File: config.mk
export PLATFORM = sky130hd
export DESIGN_NAME = sclk_dual_divider
export DESIGN_NICKNAME = d
export VERILOG_FILES = /design/src/rtl/sclk_div_pkg.sv /design/src/rtl/sclk_pow2_law.sv /design/src/rtl/sclk_lin_law.sv /design/src/rtl/sclk_cfg_shadow.sv /design/src/rtl/sclk_tick_counter.sv /design/src/rtl/sclk_dual_divider.sv
export SDC_FILE = /design/constraint.sdc
export NUM_CORES = 1
export LEC_CHECK = 0
export ABC_CLOCK_PERIOD_IN_PS = 3000
export BUFFER_PORTS_ARGS = -buffer_cell sky130_fd_sc_hd__clkbuf_2
export CORE_AREA = 3 3 45 67
export DETAILED_ROUTE_END_ITERATION = 7
export DIE_AREA = 0 0 48 70
export PLACE_DENSITY = 0.79
export SLEW_MARGIN = 25
export SYNTH_ARGS = -nofsm -noshare
export SYNTH_HDL_FRONTEND = slang
export SYNTH_SLANG_ARGS = --single-unit
File: constraint.sdc
create_clock -name clk -period 3 [get_ports clk]
set_input_delay 0 -clock clk [delete_from_list [all_inputs] [get_ports clk]]
set_output_delay 0 -clock clk [all_outputs]
set_load 0.02 [all_outputs]
File: src/rtl/sclk_div_pkg.sv
package sclk_div_pkg;

   typedef enum logic {
      LAW_POW2   = 1'b0,
      LAW_LINEAR = 1'b1
   } div_law_e;

   // Width needed for the largest ratio of either law
   function automatic int ratio_width(input int pow2_w, input int lin_w);
      int w_pow2;
      int w_lin;
      w_pow2 = (1 << pow2_w) + 2;   // largest ratio 2^(2^pow2_w + 1)
      w_lin  = lin_w + 2;           // largest ratio 2^(lin_w + 1)
      return (w_pow2 > w_lin) ? w_pow2 : w_lin;
   endfunction

   localparam int RESET_RATIO = 4;

endpackage

File: src/rtl/sclk_pow2_law.sv
module sclk_pow2_law #(
   parameter int CODE_W  = 3,
   parameter int RATIO_W = 10
) (
   input  logic [CODE_W-1:0]  code,
   output logic [RATIO_W-1:0] ratio
);
   localparam int NCODES = 1 << CODE_W;

   // One-hot ratio: bit (code + 2) set
   always_comb begin
      ratio = '0;
      for (int i = 0; i < NCODES; i++) begin
         if (code == CODE_W'(i)) ratio[i+2] = 1'b1;
      end
   end
endmodule

File: src/rtl/sclk_lin_law.sv
module sclk_lin_law #(
   parameter int CODE_W  = 8,
   parameter int RATIO_W = 10
) (
   input  logic [CODE_W-1:0]  code,
   output logic [RATIO_W-1:0] ratio
);
   logic [RATIO_W-1:0] steps;

   assign steps = RATIO_W'(code) + RATIO_W'(1);
   assign ratio = {steps[RATIO_W-2:0], 1'b0};
endmodule

File: src/rtl/sclk_cfg_shadow.sv
module sclk_cfg_shadow #(
   parameter int RATIO_W = 10
) (
   input  logic               clk,
   input  logic               rst_n,
   input  logic               load,
   input  logic [RATIO_W-1:0] next_ratio,
   output logic [RATIO_W-1:0] ratio_q
);
   import sclk_div_pkg::*;

   always_ff @(posedge clk or negedge rst_n) begin
      if (!rst_n)    ratio_q <= RATIO_W'(RESET_RATIO);
      else if (load) ratio_q <= next_ratio;
   end
endmodule

File: src/rtl/sclk_tick_counter.sv
module sclk_tick_counter #(
   parameter int HALF_W = 9
) (
   input  logic              clk,
   input  logic              rst_n,
   input  logic              run,
   input  logic [HALF_W-1:0] half,
   output logic              tick
);
   logic [HALF_W-1:0] cnt;
   logic [HALF_W-1:0] last;

   assign last = half - HALF_W'(1);
   assign tick = run && (cnt == last);

   always_ff @(posedge clk or negedge rst_n) begin
      if (!rst_n)              cnt <= '0;
      else if (!run || tick)   cnt <= '0;
      else                     cnt <= cnt + HALF_W'(1);
   end
endmodule

File: src/rtl/sclk_dual_divider.sv
module sclk_dual_divider #(
   parameter int POW2_W  = 3,
   parameter int LIN_W   = 8,
   parameter int RATIO_W = sclk_div_pkg::ratio_width(POW2_W, LIN_W)
) (
   input  logic               clk,
   input  logic               rst_n,
   input  logic               enable,
   input  logic [POW2_W-1:0]  pow2_code,
   input  logic [LIN_W-1:0]   lin_code,
   input  logic               lin_select,
   output logic               tick,
   output logic [RATIO_W-1:0] ratio
);
   import sclk_div_pkg::*;

   localparam int HALF_W = RATIO_W - 1;

   generate
      if (POW2_W < 1 || POW2_W > 4) begin : g_bad_pow2
         $error("POW2_W must lie in 1..4");
      end
      if (LIN_W < 2 || LIN_W > 16) begin : g_bad_lin
         $error("LIN_W must lie in 2..16");
      end
      if (RATIO_W < ratio_width(POW2_W, LIN_W)) begin : g_bad_ratio
         $error("RATIO_W too narrow for the largest ratio");
      end
   endgenerate

   logic [RATIO_W-1:0] pow2_ratio;
   logic [RATIO_W-1:0] lin_ratio;
   logic [RATIO_W-1:0] chosen_ratio;
   logic               load_cfg;
   div_law_e           law;

   sclk_pow2_law #(.CODE_W(POW2_W), .RATIO_W(RATIO_W)) u_pow2 (
      .code  (pow2_code),
      .ratio (pow2_ratio)
   );

   sclk_lin_law #(.CODE_W(LIN_W), .RATIO_W(RATIO_W)) u_lin (
      .code  (lin_code),
      .ratio (lin_ratio)
   );

   assign law          = div_law_e'(lin_select);
   assign chosen_ratio = (law == LAW_LINEAR) ? lin_ratio : pow2_ratio;

   // Reload only at a half-period boundary or while idle
   assign load_cfg = !enable || tick;

   sclk_cfg_shadow #(.RATIO_W(RATIO_W)) u_shadow (
      .clk        (clk),
      .rst_n      (rst_n),
      .load       (load_cfg),
      .next_ratio (chosen_ratio),
      .ratio_q    (ratio)
   );

   sclk_tick_counter #(.HALF_W(HALF_W)) u_cnt (
      .clk   (clk),
      .rst_n (rst_n),
      .run   (enable),
      .half  (ratio[RATIO_W-1:1]),
      .tick  (tick)
   );
endmodule

# After elaboration in Yosys (flattened, before gate mapping)

Cells that the tools add are included.

Register bits: 19
Word-level logic and storage cells: 27

$add $sub $neg: 3
Eq/ne operators: 8
Multiplexer cells: 10
Reductions and logical operators: 4

Operator list:

| operator                                                              | count |
|---|---|
| 3-bit equality test, second input constant                            | 4 |
| 10-bit 2-to-1 mux                                                     | 1 |
| 8-bit by 1-bit adder with 9-bit output, second input constant         | 1 |
| 9-bit by 1-bit adder with 9-bit output, second input constant         | 1 |
| 9-bit equality test                                                   | 1 |
| 9-bit 2-to-1 mux                                                      | 1 |
| 9-bit by 1-bit subtractor with 9-bit output, second input constant    | 1 |
| 1-bit 2-to-1 mux                                                      | 8 |
| 3-bit by 2-bit equality test with 1-bit output, second input constant | 2 |
| 3-bit by 1-bit equality test with 1-bit output, second input constant | 1 |
| 3-bit zero test                                                       | 1 |
| 1-bit logical AND                                                     | 1 |
| 1-bit zero test                                                       | 1 |
| 1-bit logical OR                                                      | 1 |

# Longest topological paths before layout

Gate-level depths: netlist of the first run.

Word-level depth: 5
Gate-level depth with buffers: 9
Depth with buffers taken out: 8

# Hierarchy

Synthesis of the first run repeated with hierarchy kept, for this count alone.

Cells, all modules: 151
Area, all modules: 1549.0 µm²

Modules (own cells, without submodules):

| module            | instances | cells each | area an instance (µm²) |
|---|---|---|---|
| sclk_tick_counter | 1         | 87         | 752.0 |
| sclk_cfg_shadow   | 1         | 21         | 412.9 |
| sclk_dual_divider | 1         | 12         | 167.7 |
| sclk_lin_law      | 1         | 20         | 132.6 |
| sclk_pow2_law     | 1         | 11         | 83.8 |

# Worst setup path after synthesis of the first run

OpenSTA, ideal clock, no wires.

Path kind: register to register
Start point: reg u_shadow.ratio_q[3]
End point: reg u_shadow.ratio_q[3]
Library setup time: 0.125 ns
Arrival time: 2.500 ns
Path slack: 0.375 ns
Stages on the path, launching flop included: 7
Path through: dfrtp_1 -> or4_1 -> or4_1 -> a21oi_1 -> o211ai_1 -> o21ai_4 -> mux2_2

Cells in the longest elaborated chain, start to end: 4

Ends and longest elaborated chain:

| item                                        | RTL line                | source |
|---|---|---|
| from (decl)                                 | sclk_cfg_shadow.sv:8    | `output logic [RATIO_W-1:0] ratio_q` |
| from (signal assigned)                      | sclk_cfg_shadow.sv:13   | `if (!rst_n) ratio_q <= RATIO_W'(RESET_RATIO);` |
| from (signal assigned)                      | sclk_cfg_shadow.sv:14   | `else if (load) ratio_q <= next_ratio;` |
| 9-bit by 1-bit subtractor with 9-bit output | sclk_tick_counter.sv:13 | `assign last = half - HALF_W'(1);` |
| 9-bit equality test                         | sclk_tick_counter.sv:14 | `assign tick = run && (cnt == last);` |
| 1-bit logical AND                           | sclk_tick_counter.sv:14 |  |
| 1-bit logical OR                            | sclk_dual_divider.sv:51 | `assign load_cfg = !enable \|\| tick;` |

Every way passes these cells.
A chain may end at the register's enable or synchronous reset.

# Worst setup path after layout of the first run

Start point: reg u_shadow.ratio_q[3]
End point: reg u_shadow.ratio_q[1]

The elaborated chain is that of the path after synthesis.

==> flow_summary.ini, run 1 <==
[floorplan]
fp.dieArea_mm2 = 0.00336
num_rows = 22
die_h_um = 70
io_pins = 26
start_util_pct = 52.4
core_mm2 = 0.00248
die_width_um = 48

[power_and_ir_drop]
p_leak_nw = 0.666
power.total_mw = 0.653
ir_worst_vdd_uv = 266
power_per_cell_area_mw_per_mm2 = 444

[run]
drv_cap = 0

[finish]
diodes = 0
final_common_cell = clkbuf_2
syn2layout_area_growth_pct = 13.4
multiInputGateArea_um2 = 782
final_area_mm2 = 0.00147
fin_cells = 191
layout_common_cells = clkbuf_2 (24), dfrtp_1 (17), xnor2_1 (16), nor2_1 (16), xor2_1 (9)
drive_gt1_share_pct = 24.6
nets = 186
fillCellCount = 232
ff_latch_area_um2 = 452
finish.utilization_pct = 59.4

[grt]
grt_pass1_wl_um = 4670
grt_pass1_vias = 1094
met3_usage_pct = 4.12
grt_start_max_net_pins = 19
grtUsageMet1_pct = 21.7
overflow = 0
grt_util_met2_pct = 32.4
grt_usage_pct = 18.6
busiest_layer = met2
antenna_found_initial = 0

[place]
dpl.hpwl_um = 2330
post-place-cells = 186
dpl_cell_area_mm2 = 0.00143
pre_cts_ws_ns = 0.261
portBuffers = 24
place_congestion = 0.904

[route]
drc_errors = 0
wl_um = 2820
first_pass_iters = 4
drtAntennaViolNets = 0
drt_iter0_drc = 28
wl_per_cell_um = 14.8
vias = 1126
drt-vias-per-instance = 5.90

[clock_network]
cts_sinks = 18
cts_max_path_buffers = 2
clkLatencyLatePin_ns = 0.30
cts_resized = 0
clk_pin_slew_worst_paths_ns = 0.10
cts_setup_buffers = 0
cts_root_buffer = clkbuf_4
htreeDepth = 1
cts-buffers-inserted = 3
cts_tree = done
holdBufCountCts = 1

[synthesis]
postSynthAreaPerCell_um2 = 9.07
synth_nets = 161
ys_seq_area_share_pct = 34.8
post-synth-top-area-fraction_pct = 32.8
ys.flop_type = dfrtp_1
synth_area_leaders = dfrtp_1 (33%), xnor2_1 (11%), mux2_2 (6.1%)
synth_seq_cells = 18
yosysWarnings = 0
synth_top_cell_by_area = dfrtp_1
ys_async_sr_fraction_pct = 100
synth_cells = 143
netlist_area_mm2 = 0.00130
ys_types = 40
synth_enable_flop_cells = 0

[critical_path]
critical_path_class = flip-flop to flip-flop
worstSetupStartpointType = flip-flop
critPathMaxFanout = 11
arrival_ns = 2.98
crit_required_ns = 3.23
end_kind = flip-flop

[sta]
grt_setup_unrepaired = no
relSlewSlack_pct = 58.7
setup_viol = 0
fin_skew_ns = 0.0109
fin_crit_sh_pct = 91.8
fin_tns_setup_ns = 0
fmax_ghz = 0.363
drv_slew = 0
min_period_ns = 2.75
tightest_slew_ns = 0.614
finalHoldViolCount = 0
layout_setup_ws_ns = 0.246
hold_ws_ns = 0.0311

[worst_hold_path]
hp-class = input port to flip-flop

[run_status]
status = finished clean
## worst max-delay path, cell delays in order (launching register included)
cell and delay [ns]:
dfrtp_1 0.47, or4_1 0.59, or4_1 0.52, a21oi_1 0.15, o211ai_1 0.16, o21ai_4 0.35, buf_4 0.23, mux2i_1 0.20
## sequential cells by signal, indices dropped and copies added, names as in the netlist
register,cells
u_cnt.cnt,9
u_shadow.ratio_q,9
## synthesized netlist by cell type, types with 3 or more instances
library cell	count
mux2_2	7
ha_1	3
a21oi_1	3
inv_1	7
dfrtp_1	17
nand2_1	7
nor2_1	16
clkbuf_1	5
xor2_1	9
nand3_1	8
a31oi_1	4
nor4_1	3
xnor2_1	16
a32o_1	3
nor3_1	4
## power by group
group | switching, mW | total, mW | internal, mW
sequential | 0.0299 | 0.293 | 0.263
clock | 0.0746 | 0.149 | 0.0741
combinational | 0.117 | 0.212 | 0.0949
## cell families (layout without fill, tap and decap cells)
logic type	after synthesis	after routing	synth area share [%]
XOR/XNOR	25	25	16.9
other	1	1	0.289
flip-flops	18	18	34.8
AO/OA/AOI/OAI	20	20	11.7
multiplexers	9	9	7.62
adder cells (fa/ha/maj)	3	3	2.89
AND/OR/NAND/NOR	53	53	20.9
buffers and inverters	14	38	4.92
## per-layer routing
layer | up-vias | wire length [um]
li1 | 553 | -
met1 | 537 | 1150
met2 | 31 | 1500
met3 | 5 | 137
met4 | 0 | 34
met5 | - | 0
## worst paths after layout
kind	from	endpoint	slack, ns	cells after the start
max	u_shadow.ratio_q[3]	u_shadow.ratio_q[1]	0.25	7
min	lin_code[0]	u_shadow.ratio_q[1]	0.03	3
max reg2reg	u_shadow.ratio_q[3]	u_shadow.ratio_q[1]	0.25	7
min reg2reg	u_shadow.ratio_q[9]	u_shadow.ratio_q[9]	0.59	1
max in group asynchronous	rst_n	u_shadow.ratio_q[2]	2.50	2
min in group asynchronous	rst_n	u_cnt.cnt[3]	0.15	2
## area by class of cell
class	instances	area share, %
inverters	7	1.79
repair buffers	27	9.86
well taps	24	2.04
clock buffers	4	2.47
flip-flops and latches	18	30.7
multi-input cells	111	53.1
Note: power is estimated with default switching activity, not from simulation.
==> inputs of run 2 (changes only) <==
--- a/config.mk
+++ b/config.mk
@@ -7,8 +7,9 @@
 export LEC_CHECK = 0
+export ABC_AREA = 1
 export ABC_CLOCK_PERIOD_IN_PS = 3000
 export BUFFER_PORTS_ARGS = -buffer_cell sky130_fd_sc_hd__clkbuf_2
-export CORE_AREA = 3 3 45 67
+export CORE_AREA = 3 3 47 70
 export DETAILED_ROUTE_END_ITERATION = 7
-export DIE_AREA = 0 0 48 70
-export PLACE_DENSITY = 0.79
+export DIE_AREA = 0 0 50 73
+export PLACE_DENSITY = 0.81
 export SLEW_MARGIN = 25
@@ -16,2 +17,3 @@
 export SYNTH_HDL_FRONTEND = slang
+export SYNTH_HIERARCHICAL = 1
 export SYNTH_SLANG_ARGS = --single-unit
==> constraint.sdc (replaced) <==
create_clock -name clk -period 3 [get_ports clk]
set_input_delay 0.3 -clock clk [delete_from_list [all_inputs] [get_ports clk]]
set_output_delay 0.3 -clock clk [all_outputs]
set_load 0.02 [all_outputs]
==> flow_summary.ini, run 2 <==
[critical_path]
crit_family = simple AND/OR/NAND/NOR gates
max_stage_delay_ns = 0.45
r2r_slack_ns = 0.59
crit_chain = inv_1 > ha_1 > inv_1 > nand2_1 > nand3_1 > nand2_1 > nor2_1 > nand2_1 > nor2_1 > nand3_2 > nor2_1 > inv_1 > nand2_1 > inv_2 > nand2_1 > nand2_1
r2r_end = u_shadow/ratio_q[4]
path_depth = 16
critical_path_class = flip-flop to flip-flop
worstSetupStartpointType = flip-flop
critPathMaxFanout = 11
crit_path_end = u_shadow/ratio_q[4]
arrival_ns = 2.55
path_common_cell = nand2_1
crit_path_start = u_shadow/ratio_q[1]
crit_required_ns = 3.14
critPathSlowestCell = dfrtp_1
reg2reg_depth = 16
end_kind = flip-flop
crit_buf_inv = 4
timing.rr.start = u_shadow/ratio_q[1]

[power_and_ir_drop]
pwr-share-comb_pct = 29.5
power_per_cell_area_mw_per_mm2 = 404
p_leak_nw = 0.972
p_switching_mw = 0.241
p_sw_share_pct = 35.4
seqPwrFrac_pct = 44.4
ir_worst_vdd_uv = 243
clockPowerShare_pct = 26.0
p_int_mw = 0.440

[synthesis]
ys_seq_area_share_pct = 31.8
post-synth-top-area-fraction_pct = 30.1
synth_enable_flop_cells = 0
ys_types = 22
synth_most_common_cell = nand2_1
synth_cells = 242
synthTopCellsByCount = nand2_1 (109), nor2_1 (34), inv_1 (25), dfrtp_1 (18)
yosysWarnings = 6
synth_top_cell_by_area = dfrtp_1
ys.flop_type = dfrtp_1
synth_seq_cells = 19
synth_area_leaders = dfrtp_1 (30%), nand2_1 (27%), nor2_1 (8.5%)
postSynthAreaPerCell_um2 = 6.19
ys_async_sr_fraction_pct = 100
netlist_area_mm2 = 0.00150

[finish]
syn2layout_area_growth_pct = 12.4
layout_common_cells = nand2_1 (109), nor2_1 (34), inv_1 (25), clkbuf_2 (25), dfrtp_1 (18)
top_register = u_shadow/ratio_q
drive_gt1_share_pct = 15.3
fillCellCount = 267
nets = 287
fin_cells = 305
top_regs = u_shadow/ratio_q x10, u_cnt/cnt x9
final_common_cell = nand2_1
diodes = 0
largest_register_ffs = 10

[clock_network]
cts_tree = done
htreeDepth = 1
cts-buffers-inserted = 3
cts_setup_buffers = 0
clkLatencyLatePin_ns = 0.26
cts_max_path_buffers = 2
cts_sinks = 19
clk_pin_slew_worst_paths_ns = 0.08
cts_root_buffer = clkbuf_8

[route]
drc_errors = 0
drt-vias-per-instance = 4.86
drtAntennaViolNets = 0
first_pass_iters = 5
wl_um = 3280
vias = 1481
drt_iter0_drc = 30
wl_per_cell_um = 10.8

[sta]
fin_skew_ns = 0.00921
fmax_ghz = 0.415
fin_tns_setup_ns = 0
fin_crit_sh_pct = 80.3
drv_slew = 0
setup_viol = 0
grt_setup_unrepaired = no
finalHoldViolCount = 0
min_period_ns = 2.41

[floorplan]
io_pins = 26
num_rows = 23
core_mm2 = 0.00273
fp.dieArea_mm2 = 0.00365
die_h_um = 73
start_util_pct = 54.8
die_width_um = 50

[grt]
grt_pass1_wl_um = 5650
overflow = 0
grt_usage_pct = 19.8
antenna_found_initial = 0
grt_start_max_net_pins = 20
grt_pass1_vias = 1330

[worst_hold_path]
hp-class = input port to flip-flop

[run]
drv_cap = 0

[place]
place_congestion = 0.866
post-place-cells = 300
portBuffers = 25
dpl.hpwl_um = 2640

[run_status]
status = finished clean
run 2: cell count changes in the layout (fill, tap and decap cells not counted), sizes merged, moves of 4 or more:
| cell | previous run | this run |
|---|---|---|
| a31oi | 4 | 0 |
| inv | 7 | 28 |
| mux2 | 7 | 0 |
| nand2 | 7 | 111 |
| nor2 | 16 | 38 |
| xnor2 | 16 | 5 |
run 2: layer usage:
metal  GRT usage (%)  wire length (um)
met3            1.64               130
met4            9.54                56
met2            37.1              1850
met1            21.9              1250
met5               0                 0
run 2: kinds of logic (layout without fill, tap and decap cells):
family                   after synthesis  count (layout)  synth area share [%]
AND/OR/NAND/NOR                      164             164                  44.7
buffers and inverters                 33              58                  10.0
flip-flops                            19              19                  31.8
XOR/XNOR                              14              14                  8.18
AO/OA/AOI/OAI                          7               7                  2.34
adder cells (fa/ha/maj)                3               3                  2.50
other                                  2               3                 0.501
run 2: repair_timing:
item,4_1_cts,5_1_grt
resized for setup,0,0
hold endpoints to repair,11,0
setup endpoints to repair,0,0
hold buffers,1,0
run 2: power by group through the flow:
stage	Combinational (mW)	Clock (mW)	Sequential, mW
2_1_floorplan	0.131	0	0.317
6_report	0.201	0.177	0.303
5_1_grt	0.229	0.192	0.306
3_5_place_dp	0.198	0	0.307
4_1_cts	0.200	0.181	0.302
3_3_place_gp	0.195	0	0.306
run 2: final cells by class:
| class | instances | area, um2 | share of cell area [%] |
|---|---|---|---|
| Multi-Input combinational cell | 191 | 876 | 52.0 |
| Sequential cell | 19 | 477 | 28.3 |
| Timing Repair Buffer | 26 | 135 | 8.02 |
| Inverter | 28 | 105 | 6.24 |
| Tap cell | 37 | 46.3 | 2.75 |
| Clock buffer | 3 | 41.3 | 2.45 |
| Clock inverter | 1 | 5.00 | 0.297 |
run 2: tightest hold or removal path: stages:
cell and delay, ns:
clkbuf_2 0.13, nand2_4 0.13, nor2_1 0.05
run 2: worst min path at each step:
stage	endpoint	slack, ns	depth (start not counted)	startpoint
floorplan	u_cnt/cnt[0]	0.004	0	rst_n
global placement	u_cnt/cnt[1]	0.27	1	rst_n
detailed placement	u_cnt/cnt[4]	0.28	1	rst_n
CTS	u_cnt/cnt[2]	0.38	3	enable
global route	u_cnt/cnt[2]	0.38	3	enable
finish	u_cnt/cnt[5]	0.38	3	enable
run 2: per-stage QoR:
step,util (%),hold slack (ns),setup WS (ns),instance area [um2],power [mW]
2_1_floorplan,-,0.00441,0.712,1500,0.448
3_3_place_gp,59.6,0.267,0.704,1630,0.501
3_5_place_dp,59.6,0.280,0.637,1630,0.506
4_1_cts,61.6,0.377,0.594,1690,0.684
5_1_grt,61.6,0.381,0.395,1690,0.727
6_report,61.6,0.383,0.591,1690,0.681
